===== src/rtl/mmc_cmd_pkg.sv =====
package mmc_cmd_pkg;
  localparam int IDX_W   = 6;
  localparam int ARG_W   = 32;
  localparam int CRC_W   = 7;
  localparam int HDR_W   = 2 + IDX_W + ARG_W;
  localparam int FRAME_W = HDR_W + CRC_W + 1;

  typedef enum logic [1:0] {
    ST_IDLE = 2'd0,
    ST_TX   = 2'd1,
    ST_WAIT = 2'd2,
    ST_RX   = 2'd3
  } cmd_state_e;

  // x^7 + x^3 + 1, zero seed, MSB first
  function automatic logic [CRC_W-1:0] crc7_calc(input logic [HDR_W-1:0] d);
    logic [CRC_W-1:0] c;
    logic fb;
    c = '0;
    for (int i = HDR_W - 1; i >= 0; i--) begin
      fb = d[i] ^ c[6];
      c  = {c[5:3], c[2] ^ fb, c[1:0], fb};
    end
    return c;
  endfunction
endpackage


===== src/rtl/mmc_cmd_ser.sv =====
module mmc_cmd_ser #(
  parameter int W  = 48,
  localparam int CW = $clog2(W)
) (
  input  logic         clk,
  input  logic         rst,
  input  logic         load,
  input  logic [W-1:0] frame,
  input  logic         adv,
  output logic         tx_bit,
  output logic         tx_last
);
  logic [W-1:0]  sreg;
  logic [CW-1:0] cnt;

  always_ff @(posedge clk) begin
    if (rst) begin
      sreg <= '1;
      cnt  <= '0;
    end else if (load) begin
      sreg <= frame;
      cnt  <= '0;
    end else if (adv) begin
      sreg <= {sreg[W-2:0], 1'b1};
      cnt  <= cnt + 1'b1;
    end
  end

  assign tx_bit  = sreg[W-1];
  assign tx_last = (cnt == CW'(W - 1));
endmodule


===== src/rtl/mmc_rsp_des.sv =====
module mmc_rsp_des #(
  parameter int W  = 48,
  localparam int CW = $clog2(W)
) (
  input  logic         clk,
  input  logic         rst,
  input  logic         clr,
  input  logic         adv,
  input  logic         din,
  output logic [W-1:0] frame,
  output logic         full
);
  logic [W-2:0]  sreg;
  logic [CW-1:0] cnt;

  always_ff @(posedge clk) begin
    if (rst || clr) begin
      sreg <= '0;
      cnt  <= '0;
    end else if (adv) begin
      sreg <= {sreg[W-3:0], din};
      cnt  <= cnt + 1'b1;
    end
  end

  // frame as it stands including the bit being sampled now
  assign frame = {sreg, din};
  assign full  = adv && (cnt == CW'(W - 1));
endmodule


===== src/rtl/mmc_rsp_timer.sv =====
module mmc_rsp_timer #(
  parameter int LIMIT = 64,
  localparam int TW   = $clog2(LIMIT) + 1
) (
  input  logic clk,
  input  logic rst,
  input  logic clr,
  input  logic adv,
  output logic expired
);
  logic [TW-1:0] cnt;

  always_ff @(posedge clk) begin
    if (rst || clr) cnt <= '0;
    else if (adv)   cnt <= cnt + 1'b1;
  end

  assign expired = adv && (cnt == TW'(LIMIT - 1));
endmodule


===== src/rtl/mmc_cmd_engine.sv =====
module mmc_cmd_engine
  import mmc_cmd_pkg::*;
#(
  parameter int TMO_LIMIT = 64
) (
  input  logic             clk,
  input  logic             rst,
  input  logic             ce,
  input  logic             req_valid,
  input  logic [IDX_W-1:0] req_idx,
  input  logic [ARG_W-1:0] req_arg,
  input  logic             req_resp,
  output logic             busy,
  output logic             done,
  output logic [ARG_W-1:0] rsp_arg,
  output logic             crc_err,
  output logic             timeout,
  output logic             cmd_oe,
  output logic             cmd_out,
  input  logic             cmd_in
);
  localparam int ARG_LO = CRC_W + 1;

  cmd_state_e st;
  logic want_rsp;
  logic accept;
  logic [HDR_W-1:0]   tx_hdr;
  logic [FRAME_W-1:0] tx_frame;
  logic tx_bit, tx_last;
  logic rx_adv, rx_full;
  logic [FRAME_W-1:0] rx_frame;
  logic tmr_adv, tmr_exp;
  logic rx_bad;

  assign accept   = (st == ST_IDLE) && req_valid;
  assign tx_hdr   = {2'b01, req_idx, req_arg};
  assign tx_frame = {tx_hdr, crc7_calc(tx_hdr), 1'b1};
  assign cmd_out  = 1'b0;

  mmc_cmd_ser #(.W(FRAME_W)) u_ser (
    .clk(clk), .rst(rst), .load(accept), .frame(tx_frame),
    .adv(ce && st == ST_TX), .tx_bit(tx_bit), .tx_last(tx_last)
  );

  assign rx_adv = ce && ((st == ST_WAIT && !cmd_in) || st == ST_RX);

  mmc_rsp_des #(.W(FRAME_W)) u_des (
    .clk(clk), .rst(rst), .clr(accept), .adv(rx_adv), .din(cmd_in),
    .frame(rx_frame), .full(rx_full)
  );

  assign tmr_adv = ce && st == ST_WAIT && cmd_in;

  mmc_rsp_timer #(.LIMIT(TMO_LIMIT)) u_tmr (
    .clk(clk), .rst(rst), .clr(accept), .adv(tmr_adv), .expired(tmr_exp)
  );

  assign rx_bad = rx_frame[FRAME_W-2] || !rx_frame[0] ||
                  (rx_frame[CRC_W:1] != crc7_calc(rx_frame[FRAME_W-1:ARG_LO]));

  always_ff @(posedge clk) begin
    if (rst) begin
      st       <= ST_IDLE;
      want_rsp <= 1'b0;
      busy     <= 1'b0;
      done     <= 1'b0;
      rsp_arg  <= '0;
      crc_err  <= 1'b0;
      timeout  <= 1'b0;
      cmd_oe   <= 1'b0;
    end else begin
      done <= 1'b0;
      unique case (st)
        ST_IDLE: if (req_valid) begin
          busy     <= 1'b1;
          crc_err  <= 1'b0;
          timeout  <= 1'b0;
          want_rsp <= req_resp;
          st       <= ST_TX;
        end
        ST_TX: if (ce) begin
          cmd_oe <= ~tx_bit;
          if (tx_last) begin
            if (want_rsp) st <= ST_WAIT;
            else begin
              st   <= ST_IDLE;
              busy <= 1'b0;
              done <= 1'b1;
            end
          end
        end
        ST_WAIT: if (ce) begin
          if (!cmd_in) st <= ST_RX;
          else if (tmr_exp) begin
            timeout <= 1'b1;
            done    <= 1'b1;
            busy    <= 1'b0;
            st      <= ST_IDLE;
          end
        end
        ST_RX: if (rx_full) begin
          rsp_arg <= rx_frame[ARG_LO +: ARG_W];
          crc_err <= rx_bad;
          done    <= 1'b1;
          busy    <= 1'b0;
          st      <= ST_IDLE;
        end
        default: st <= ST_IDLE;
      endcase
    end
  end
endmodule


===== config.mk =====
export PLATFORM = sky130hd
export DESIGN_NAME = mmc_cmd_engine
export DESIGN_NICKNAME = d
export VERILOG_FILES = /design/src/rtl/mmc_cmd_pkg.sv /design/src/rtl/mmc_cmd_ser.sv /design/src/rtl/mmc_rsp_des.sv /design/src/rtl/mmc_rsp_timer.sv /design/src/rtl/mmc_cmd_engine.sv
export SDC_FILE = /design/constraint.sdc
export NUM_CORES = 1
export LEC_CHECK = 0
export CORE_MARGIN = 4
export CORE_UTILIZATION = 45
export DETAILED_ROUTE_END_ITERATION = 7
export HOLD_SLACK_MARGIN = 0.05
export PLACE_DENSITY = 0.68
export SLEW_MARGIN = 20
export SYNTH_ARGS = -nofsm -noshare
export SYNTH_HDL_FRONTEND = slang
export SYNTH_SLANG_ARGS = --single-unit

===== constraint.sdc =====
create_clock -name clk -period 2.55 [get_ports clk]
set_input_delay 0.51 -clock clk [delete_from_list [all_inputs] [get_ports clk]]
set_output_delay 0.51 -clock clk [all_outputs]
set_load 0.005 [all_outputs]

==> results.sh, run 1 <==
export IMPL_leakage_uw=0.004061
export IMPL_hold_path_class="in2reg"
export IMPL_finalHoldViolCount=0
export IMPL_grt_usage=0.1856
export IMPL_place_inst=1251
export IMPL_multiInputGateArea_um2=4827
export IMPL_cts_buffers_inserted=17
export IMPL_finalSetupViolCount=0
export IMPL_final_common_cell="nand2_1"
export IMPL_p_total_uw=7389
export IMPL_htreeDepth=4
export IMPL_grt_pass1_wl_mm=30.21
export IMPL_gr_total_overflow=0
export IMPL_p_per_area_nw_per_um2=724.5
export IMPL_switching_power_uw=2135
export IMPL_drive_above_1_share=0.1579
export IMPL_startpoint_type="primary input"
export IMPL_vias=6492
export IMPL_seq_power_share=0.353
export IMPL_ioPinCount=82
export IMPL_grt_pass1_vias=6135
export IMPL_die_w_um=140.0
export IMPL_drt_initial_drc_count=366
export IMPL_ys_flop_type="dfxtp_1"
export IMPL_synth_edf_count=0
export IMPL_max_cap_violations=0
export IMPL_die_area_um2=19590
export IMPL_drt_wl_total_mm=18.06
export IMPL_grt_max_degree=87
export IMPL_cp_max_fo=2
export IMPL_cts_sinks=153
export IMPL_final_cell_mix="nand2_1 (266), dfxtp_1 (153), a21oi_1 (96)"
export IMPL_drc=0
export IMPL_n_antenna_cell=0
export IMPL_intPower_uw=5254
export IMPL_ys_seq_area_frac=0.3909
export IMPL_pwr_share_comb=0.312
export IMPL_syn_nets=997
export IMPL_die_height_um=140.0
export IMPL_worst_setup_path_end_kind="flip-flop"
export IMPL_cp_data_arrival_time_ps=2790
export IMPL_cts_buffer_depth=2
export IMPL_routabilityCongestion=0.7919
export IMPL_layout_cells_non_filler=1290
export IMPL_initial_core_util=0.4659
export IMPL_yosysWarnings=0
export IMPL_skew_ps=7.601
export IMPL_finalCritPeriodShare=0.9722
export IMPL_p_clk_frac=0.335
export IMPL_ys_types=42
export IMPL_clkLatencyLatePin_ps=430
export IMPL_ctsRootBufferMaster="clkbuf_16"
export IMPL_nets=1110
export IMPL_synthCells=945
export IMPL_hpwl_mm=12.02
export IMPL_fp_coreArea_um2=16820
export IMPL_avgRoutedWirePerCell_um=14.00
export IMPL_min_period_ps=2479
export IMPL_timing_fmax_mhz=403.4
export IMPL_port_buffers=80
export IMPL_viasPerCell=5.033
export IMPL_p_sw_frac=0.2889
export IMPL_antenna_found_initial=0
export IMPL_first_pass_iters=5
export IMPL_fp_row_count=47
export IMPL_crit_required_ps=2870
export IMPL_final_seq_area_um2=3063
export IMPL_syn_area_per_cell_um2=8.291
export IMPL_status="completed"
export IMPL_synth_area_um2=7835
export IMPL_worstMarginPinSlew_ps=739.2
export IMPL_syn2layout_area_growth_pct=30.17
export IMPL_fillers=1465
export IMPL_antenna_left=0
export IMPL_cts_tree="yes"
export IMPL_ys_ff_latch=153
export IMPL_ir_drop_v=0.0005040
export IMPL_path_clk_slew_ps=60
export IMPL_async_flop_share=0
export IMPL_drv_slew=0
export IMPL_maxSlewHeadroom=0.5069
export IMPL_path_class="in2reg"
worst max-delay path, cell delays in order:
cell and delay (ps):
dlygate4sd2_1 270, xnor3_2 480, xnor2_4 180, buf_4 150, xor2_1 140, xnor2_1 280, xnor2_2 210, xnor2_2 180
xnor2_1 110, a211o_1 290
per-layer routing:
metal	wire, um	vias to the layer above	GRT usage
li1	-	3297	-
met1	8678	3021	0.2625
met2	8244	148	0.2861
met3	817	26	0.03374
met4	315	0	0.06578
met5	0	-	0
state kept, by name, summed over array words and instances, names as in the netlist:
name,count
u_des.sreg,47
u_ser.sreg,47
rsp_arg,32
u_tmr.cnt,7
u_des.cnt,6
u_ser.cnt,6
st,2
busy,1
cmd_oe,1
crc_err,1
done,1
timeout,1
want_rsp,1
power groups by stage:
| stage | Sequential [uW] | Combinational (uW) | Clock [uW] |
|---|---|---|---|
| detailed placement | 2660 | 1980 | 0 |
| floorplan | 2640 | 1380 | 0 |
| finish | 2610 | 2300 | 2480 |
| global route | 2620 | 2500 | 2640 |
| global placement | 2660 | 1950 | 0 |
| CTS | 2610 | 2160 | 2520 |
cells in the mapped netlist, drive strengths merged (6+ instances only):
cell | n | share of area
xnor3 | 24 | 0.070
xnor2 | 89 | 0.11
xor2 | 29 | 0.034
buf | 7 | 0.0045
mux2i | 6 | 0.0077
a21oi | 96 | 0.061
ha | 8 | 0.013
nor2 | 26 | 0.012
dfxtp | 153 | 0.39
nand4 | 6 | 0.0048
nor3 | 8 | 0.0051
clkbuf | 55 | 0.026
o21ai | 44 | 0.028
nand3 | 43 | 0.027
nand2 | 267 | 0.13
nand2b | 41 | 0.033
worst paths after layout:
check,slack [ps],end,depth (start not counted),startpoint
setup / recovery,70,u_ser.sreg[6],10,req_arg[28]
hold / removal,330,u_ser.sreg[38],3,req_arg[30]
setup reg to reg,80,crc_err,8,u_des.sreg[35]
hold reg to reg,450,cmd_oe,1,u_ser.sreg[47]
kinds of logic (layout without fill, tap and decap cells):
family / after synthesis / after routing / share of synthesized area
adder cells (fa/ha/maj): 8 / 8 / 0.01278
AO/OA/AOI/OAI: 156 / 156 / 0.1054
AND/OR/NAND/NOR: 408 / 408 / 0.2245
XOR/XNOR: 147 / 147 / 0.2255
buffers and inverters: 66 / 191 / 0.03274
other: 1 / 1 / 0.0004786
flip-flops: 153 / 153 / 0.3909
multiplexers: 6 / 6 / 0.007666
final cells by class:
type,instances,area share
Multi-Input combinational cell,726,0.4733
Sequential cell,153,0.3003
Timing Repair Buffer,156,0.1416
Clock buffer,17,0.04171
Tap cell,220,0.02699
Clock inverter,14,0.01460
Inverter,4,0.001472
metrics by stage:
step / TNS, ps / hold slack [ps] / setup WS, ps / cell area (um2) / utilization
finish: 0 / 325.4 / 70.80 / 10200 / 0.6064
CTS: -35.61 / 312.6 / -35.61 / 10030 / 0.5966
global placement: -4120 / 437.3 / -634.1 / 9286 / 0.5522
global route: -27.73 / 329.8 / -27.73 / 10200 / 0.6064
floorplan: -21.53 / 413.0 / -21.53 / 7835 / -
detailed placement: -4348 / 445.4 / -655.0 / 9286 / 0.5522
what timing repair did:
| item | 4_1_cts | 5_1_grt |
|---|---|---|
| hold buffers | 0 | 0 |
| setup buffers | 6 | 4 |
| hold endpoints to repair | 0 | 0 |
| resized for setup | 49 | 38 |
| pin swaps | 24 | 27 |
| setup endpoints to repair | 8 | 5 |
No activity file was read; power rests on OpenSTA's default activity.
==> inputs of run 2 (changes only) <==
Clock period 2.55 ns to 2 ns, I/O delays scaled along.
==> results.sh, run 2 (synthesis results as in run 1) <==
export IMPL_status="finished with violations"
export IMPL_violations="setup timing"
export IMPL_drt_wl_total_mm=21.09
export IMPL_cpMostUsedCell="xor3_1"
export IMPL_cp_max_fo=3
export IMPL_port_buffers=80
export IMPL_cts_tree="yes"
export IMPL_r2r_slack_ps=-380
export IMPL_max_cap_violations=0
export IMPL_drv_slew=0
export IMPL_syn2layout_area_growth_pct=41.78
export IMPL_startpoint_type="flip-flop"
export IMPL_multiInputGateArea_um2=5087
export IMPL_htreeDepth=4
export IMPL_finalHoldViolCount=0
export IMPL_antenna_left=0
export IMPL_worst_setup_path_end_kind="flip-flop"
export IMPL_drive_above_1_share=0.2310
export IMPL_finalCritPeriodShare=1.188
export IMPL_fp_coreArea_um2=16820
export IMPL_cts_buffer_depth=2
export IMPL_p_total_uw=9950
export IMPL_grt_pass1_vias=6560
export IMPL_viasPerCell=5.121
export IMPL_gr_total_overflow=0
export IMPL_min_period_ps=2376
export IMPL_clkLatencyLatePin_ps=420
export IMPL_cts_sinks=153
export IMPL_switching_power_uw=3009
export IMPL_rsz0062_at_grt="true"
export IMPL_critPathMaxStageDelay_ps=470
export IMPL_p_per_area_nw_per_um2=895.7
export IMPL_worstSetupStartpoint="u_des.sreg[40]"
export IMPL_ctsRootBufferMaster="clkbuf_16"
export IMPL_final_common_cell="nand2_1"
export IMPL_cp_data_arrival_time_ps=2730
export IMPL_final_cell_mix="nand2_1 (263), dfxtp_1 (150), buf_4 (109)"
export IMPL_crit_required_ps=2350
export IMPL_grt_usage=0.1938
export IMPL_seq_power_share=0.335
export IMPL_layout_cells_non_filler=1350
export IMPL_pwr_share_comb=0.356
export IMPL_hpwl_mm=12.46
export IMPL_first_pass_iters=5
export IMPL_fin_area_um2=11110
export IMPL_grt_pass1_wl_mm=31.49
export IMPL_die_area_um2=19590
export IMPL_die_height_um=140.0
export IMPL_drc=0
export IMPL_cts_buffers_inserted=17
export IMPL_p_sw_frac=0.3025
export IMPL_avgRoutedWirePerCell_um=15.62
export IMPL_rr_worst_depth=8
export IMPL_critPathSlowestCell="xor3_2"
export IMPL_drt_initial_drc_count=506
export IMPL_min_from="req_arg[28]"
export IMPL_fin_util=0.6605
export IMPL_n_antenna_cell=0
export IMPL_nets=1170
export IMPL_path_clk_slew_ps=70
export IMPL_final_seq_area_um2=3069
export IMPL_fp_row_count=47
export IMPL_leakage_uw=0.004475
export IMPL_intPower_uw=6940
export IMPL_path_class="reg2reg"
export IMPL_placed_area_um2=9707
export IMPL_finalSetupViolCount=25
export IMPL_worst_r2r_startpoint="u_des.sreg[40]"
export IMPL_worstMarginPinSlew_ps=516.8
export IMPL_grt_max_degree=51
export IMPL_r2r_end="crc_err"
export IMPL_initial_core_util=0.4659
export IMPL_setup_ws_ps=-376.4
export IMPL_skew_ps=7.750
export IMPL_hold_path_class="in2reg"
export IMPL_hold_slack_ps=221.4
export IMPL_largestRegisters="u_des.sreg x47, u_ser.sreg x47, rsp_arg x32"
export IMPL_p_clk_frac=0.309
export IMPL_maxSlewHeadroom=0.6555
export IMPL_critPathCapture="crc_err"
export IMPL_crit_chain="xor3_1, xor3_1, xor3_2, xnor2_2, xnor2_1, mux2i_1, a211oi_1, a21oi_1"
export IMPL_timing_fmax_mhz=420.8
export IMPL_ir_drop_v=0.0007673
export IMPL_die_w_um=140.0
export IMPL_place_inst=1294
export IMPL_fillers=1320
export IMPL_antenna_found_initial=0
export IMPL_routabilityCongestion=0.7982
export IMPL_ioPinCount=82
export IMPL_vias=6914
## run 2: final cells by class
cell class | count | area share
Clock inverter | 13 | 0.01081
Timing Repair Buffer | 216 | 0.1892
Tap cell | 220 | 0.02478
Inverter | 4 | 0.001352
Multi-Input combinational cell | 726 | 0.4580
Sequential cell | 153 | 0.2763
Clock buffer | 18 | 0.03954
## run 2: worst min-delay path by stage
stage	cells past startpoint	slack, ps	to
after global routing	3	230	u_ser.sreg[31]
after floorplan	1	410	cmd_oe
final	3	220	u_ser.sreg[36]
after detailed placement	1	430	cmd_oe
after CTS	3	210	u_ser.sreg[36]
after global placement	1	430	cmd_oe
## run 2: what timing repair did
action	4_1_cts	5_1_grt
hold endpoints to repair	0	0
setup endpoints to repair	11	45
resized for setup	86	76
hold buffers	0	0
pin swaps	37	31
setup buffers	10	11
gates cloned	0	6
## run 2: layer usage
metal	global-route usage	wire, um	up-vias
met3	0.04056	928	29
met1	0.2655	9692	3281
met4	0.05609	329	0
met2	0.3112	10140	181
li1	-	-	3423
met5	0	0	-
## run 2: critical path, delay by kind of cell, from the launching register on
family                    cells  cell delay [ps]
AOI/OAI and AO/OA             2              190
DFF                           1              350
muxes                         1              270
xor gates and xnor gates      5             1510
## run 2: power by group through the flow
stage               Clock (uW)  Sequential, uW  Combinational (uW)
global route              3270            3350                3810
floorplan                    0            3370                1770
detailed placement           0            3390                2540
finish                    3080            3330                3540
global placement             0            3390                2500
CTS                       3100            3320                2990
## run 2: per-stage QoR
stage               setup WS, ps  TNS (ps)
floorplan                 -432.3     -2682
global placement           -1094    -19090
detailed placement         -1139    -19960
CTS                       -370.2     -1895
global route              -499.3     -7842
finish                    -376.4     -2419
==> inputs of run 3 (changes only) <==
Settings changed: CORE_ASPECT_RATIO set to 0.8, DONT_BUFFER_PORTS set to 1, MAX_ROUTING_LAYER set to met4, PLACE_DENSITY 0.68 to not set.
==> results.sh, run 3 (synthesis results as in run 1) <==
export IMPL_multiInputGateArea_um2=5062
export IMPL_cp_data_arrival_time_ps=2630
export IMPL_layout_cells_non_filler=1238
export IMPL_drv_slew=0
export IMPL_wl_met2_mm=8.264
export IMPL_intPower_uw=6598
export IMPL_path_class="reg2reg"
export IMPL_drive_above_1_share=0.2426
export IMPL_rsz0062_at_grt="true"
export IMPL_worstMarginPinSlew_ps=710.5
export IMPL_cts_tree="yes"
export IMPL_fillers=1481
export IMPL_routabilityCongestion=0.8098
export IMPL_final_seq_area_um2=3069
export IMPL_setup_ws_ps=-329.0
export IMPL_status="finished with violations"
export IMPL_violations="setup timing"
export IMPL_skew_ps=7.877
export IMPL_hpwl_mm=12.67
export IMPL_highest_layer="met4"
export IMPL_timing_fmax_mhz=429.4
export IMPL_path_clk_slew_ps=60
export IMPL_seq_power_share=0.364
export IMPL_finalSetupViolCount=32
export IMPL_die_w_um=155.5
export IMPL_first_pass_iters=5
export IMPL_port_buffers=0
export IMPL_viasPerCell=5.046
export IMPL_clkLatencyLatePin_ps=420
export IMPL_max_cap_violations=0
export IMPL_grt_usage=0.1962
export IMPL_cts_buffer_depth=2
export IMPL_grt_pass1_wl_mm=30.25
export IMPL_wl_met1_mm=9.737
export IMPL_place_inst=1192
export IMPL_antenna_left=0
export IMPL_rr_worst_depth=8
export IMPL_holdPathStages=1
export IMPL_hold_path_class="in2reg"
export IMPL_largestRegisters="u_des.sreg x47, u_ser.sreg x47, rsp_arg x32"
export IMPL_n_antenna_cell=0
export IMPL_p_sw_frac=0.2795
export IMPL_hold_slack_ps=86.17
export IMPL_drc=0
export IMPL_htreeDepth=4
export IMPL_drt_wl_total_mm=19.25
export IMPL_ctsRootBufferMaster="clkbuf_16"
export IMPL_gr_total_overflow=0
export IMPL_grt_pass1_vias=5755
export IMPL_wl_met3_mm=1.021
export IMPL_initial_core_util=0.4659
export IMPL_finalHoldViolCount=0
export IMPL_leakage_uw=0.004191
export IMPL_fp_row_count=42
export IMPL_syn2layout_area_growth_pct=27.72
export IMPL_p_clk_frac=0.345
export IMPL_switching_power_uw=2559
export IMPL_ir_drop_v=0.0006085
export IMPL_crit_required_ps=2300
export IMPL_ioPinCount=82
export IMPL_p_per_area_nw_per_um2=915.0
export IMPL_antenna_found_initial=0
export IMPL_maxSlewHeadroom=0.5260
export IMPL_die_area_um2=19600
export IMPL_cp_max_fo=3
export IMPL_tns_ps=-1878
export IMPL_nets=1060
export IMPL_final_common_cell="nand2_1"
export IMPL_fp_coreArea_um2=16820
export IMPL_cts_buffers_inserted=17
export IMPL_final_cell_mix="nand2_1 (237), dfxtp_1 (148), buf_4 (84)"
export IMPL_grt_max_degree=52
export IMPL_pwr_share_comb=0.291
export IMPL_finalCritPeriodShare=1.164
export IMPL_worst_setup_path_end_kind="flip-flop"
export IMPL_min_period_ps=2329
export IMPL_die_height_um=126.0
export IMPL_avgRoutedWirePerCell_um=15.55
export IMPL_drt_initial_drc_count=377
export IMPL_cts_sinks=153
export IMPL_startpoint_type="flip-flop"
export IMPL_vias=6247
-- run 3: layout make-up --
cell class	instances	area share
Clock buffer	21	0.04701
Clock inverter	8	0.009752
Inverter	4	0.001500
Multi-Input combinational cell	726	0.5059
Sequential cell	153	0.3067
Tap cell	220	0.02751
Timing Repair Buffer	106	0.1017
-- run 3: critical path: stages (launching register included) --
cell and delay, ps:
dfxtp_1 340, xor3_1 460, xor3_1 230, xor3_2 470, xnor2_2 160, xnor2_1 190, mux2i_1 100, a211oi_1 170
a21oi_1 80
-- run 3: repair_timing --
action,CTS,global route
resized for setup,9,115
endpoints found under the setup margin,13,44
gates cloned,0,4
hold endpoints to repair,33,1
buffers inserted,1,9
pin swaps,7,47
hold buffers,2,1
-- run 3: worst paths after layout --
check                                    start             end  slack (ps)
worst max-delay path            u_des.sreg[40]         crc_err        -330
worst min-delay path                       rst  u_ser.sreg[19]          90
worst max register to register  u_des.sreg[40]         crc_err        -330
worst min register to register  u_ser.sreg[47]          cmd_oe         440
-- run 3: metrics by stage --
step	total power, uW	worst slack (ps)	util	instance area [um2]
2_1_floorplan	5141	-432.3	-	7944
3_3_place_gp	5733	-517.7	0.5193	8733
3_5_place_dp	5786	-551.2	0.5193	8733
4_1_cts	9050	-340.4	0.5592	9404
5_1_grt	9615	-467.0	0.5951	10010
6_report	9157	-329.0	0.5951	10010
-- run 3: routing by layer --
layer,GRT usage,vias up
met2,0.2613,132
li1,-,3203
met5,-,-
met4,0.05764,0
met3,0.04973,18
met1,0.2912,2894
-- run 3: power groups by stage --
| stage | clock [uW] | combinational, uW | sequential, uW |
|---|---|---|---|
| 2_1_floorplan | 0 | 1770 | 3370 |
| 4_1_cts | 3210 | 2510 | 3330 |
| 5_1_grt | 3340 | 2920 | 3350 |
| 6_report | 3150 | 2670 | 3330 |
| 3_5_place_dp | 0 | 2390 | 3390 |
| 3_3_place_gp | 0 | 2340 | 3390 |
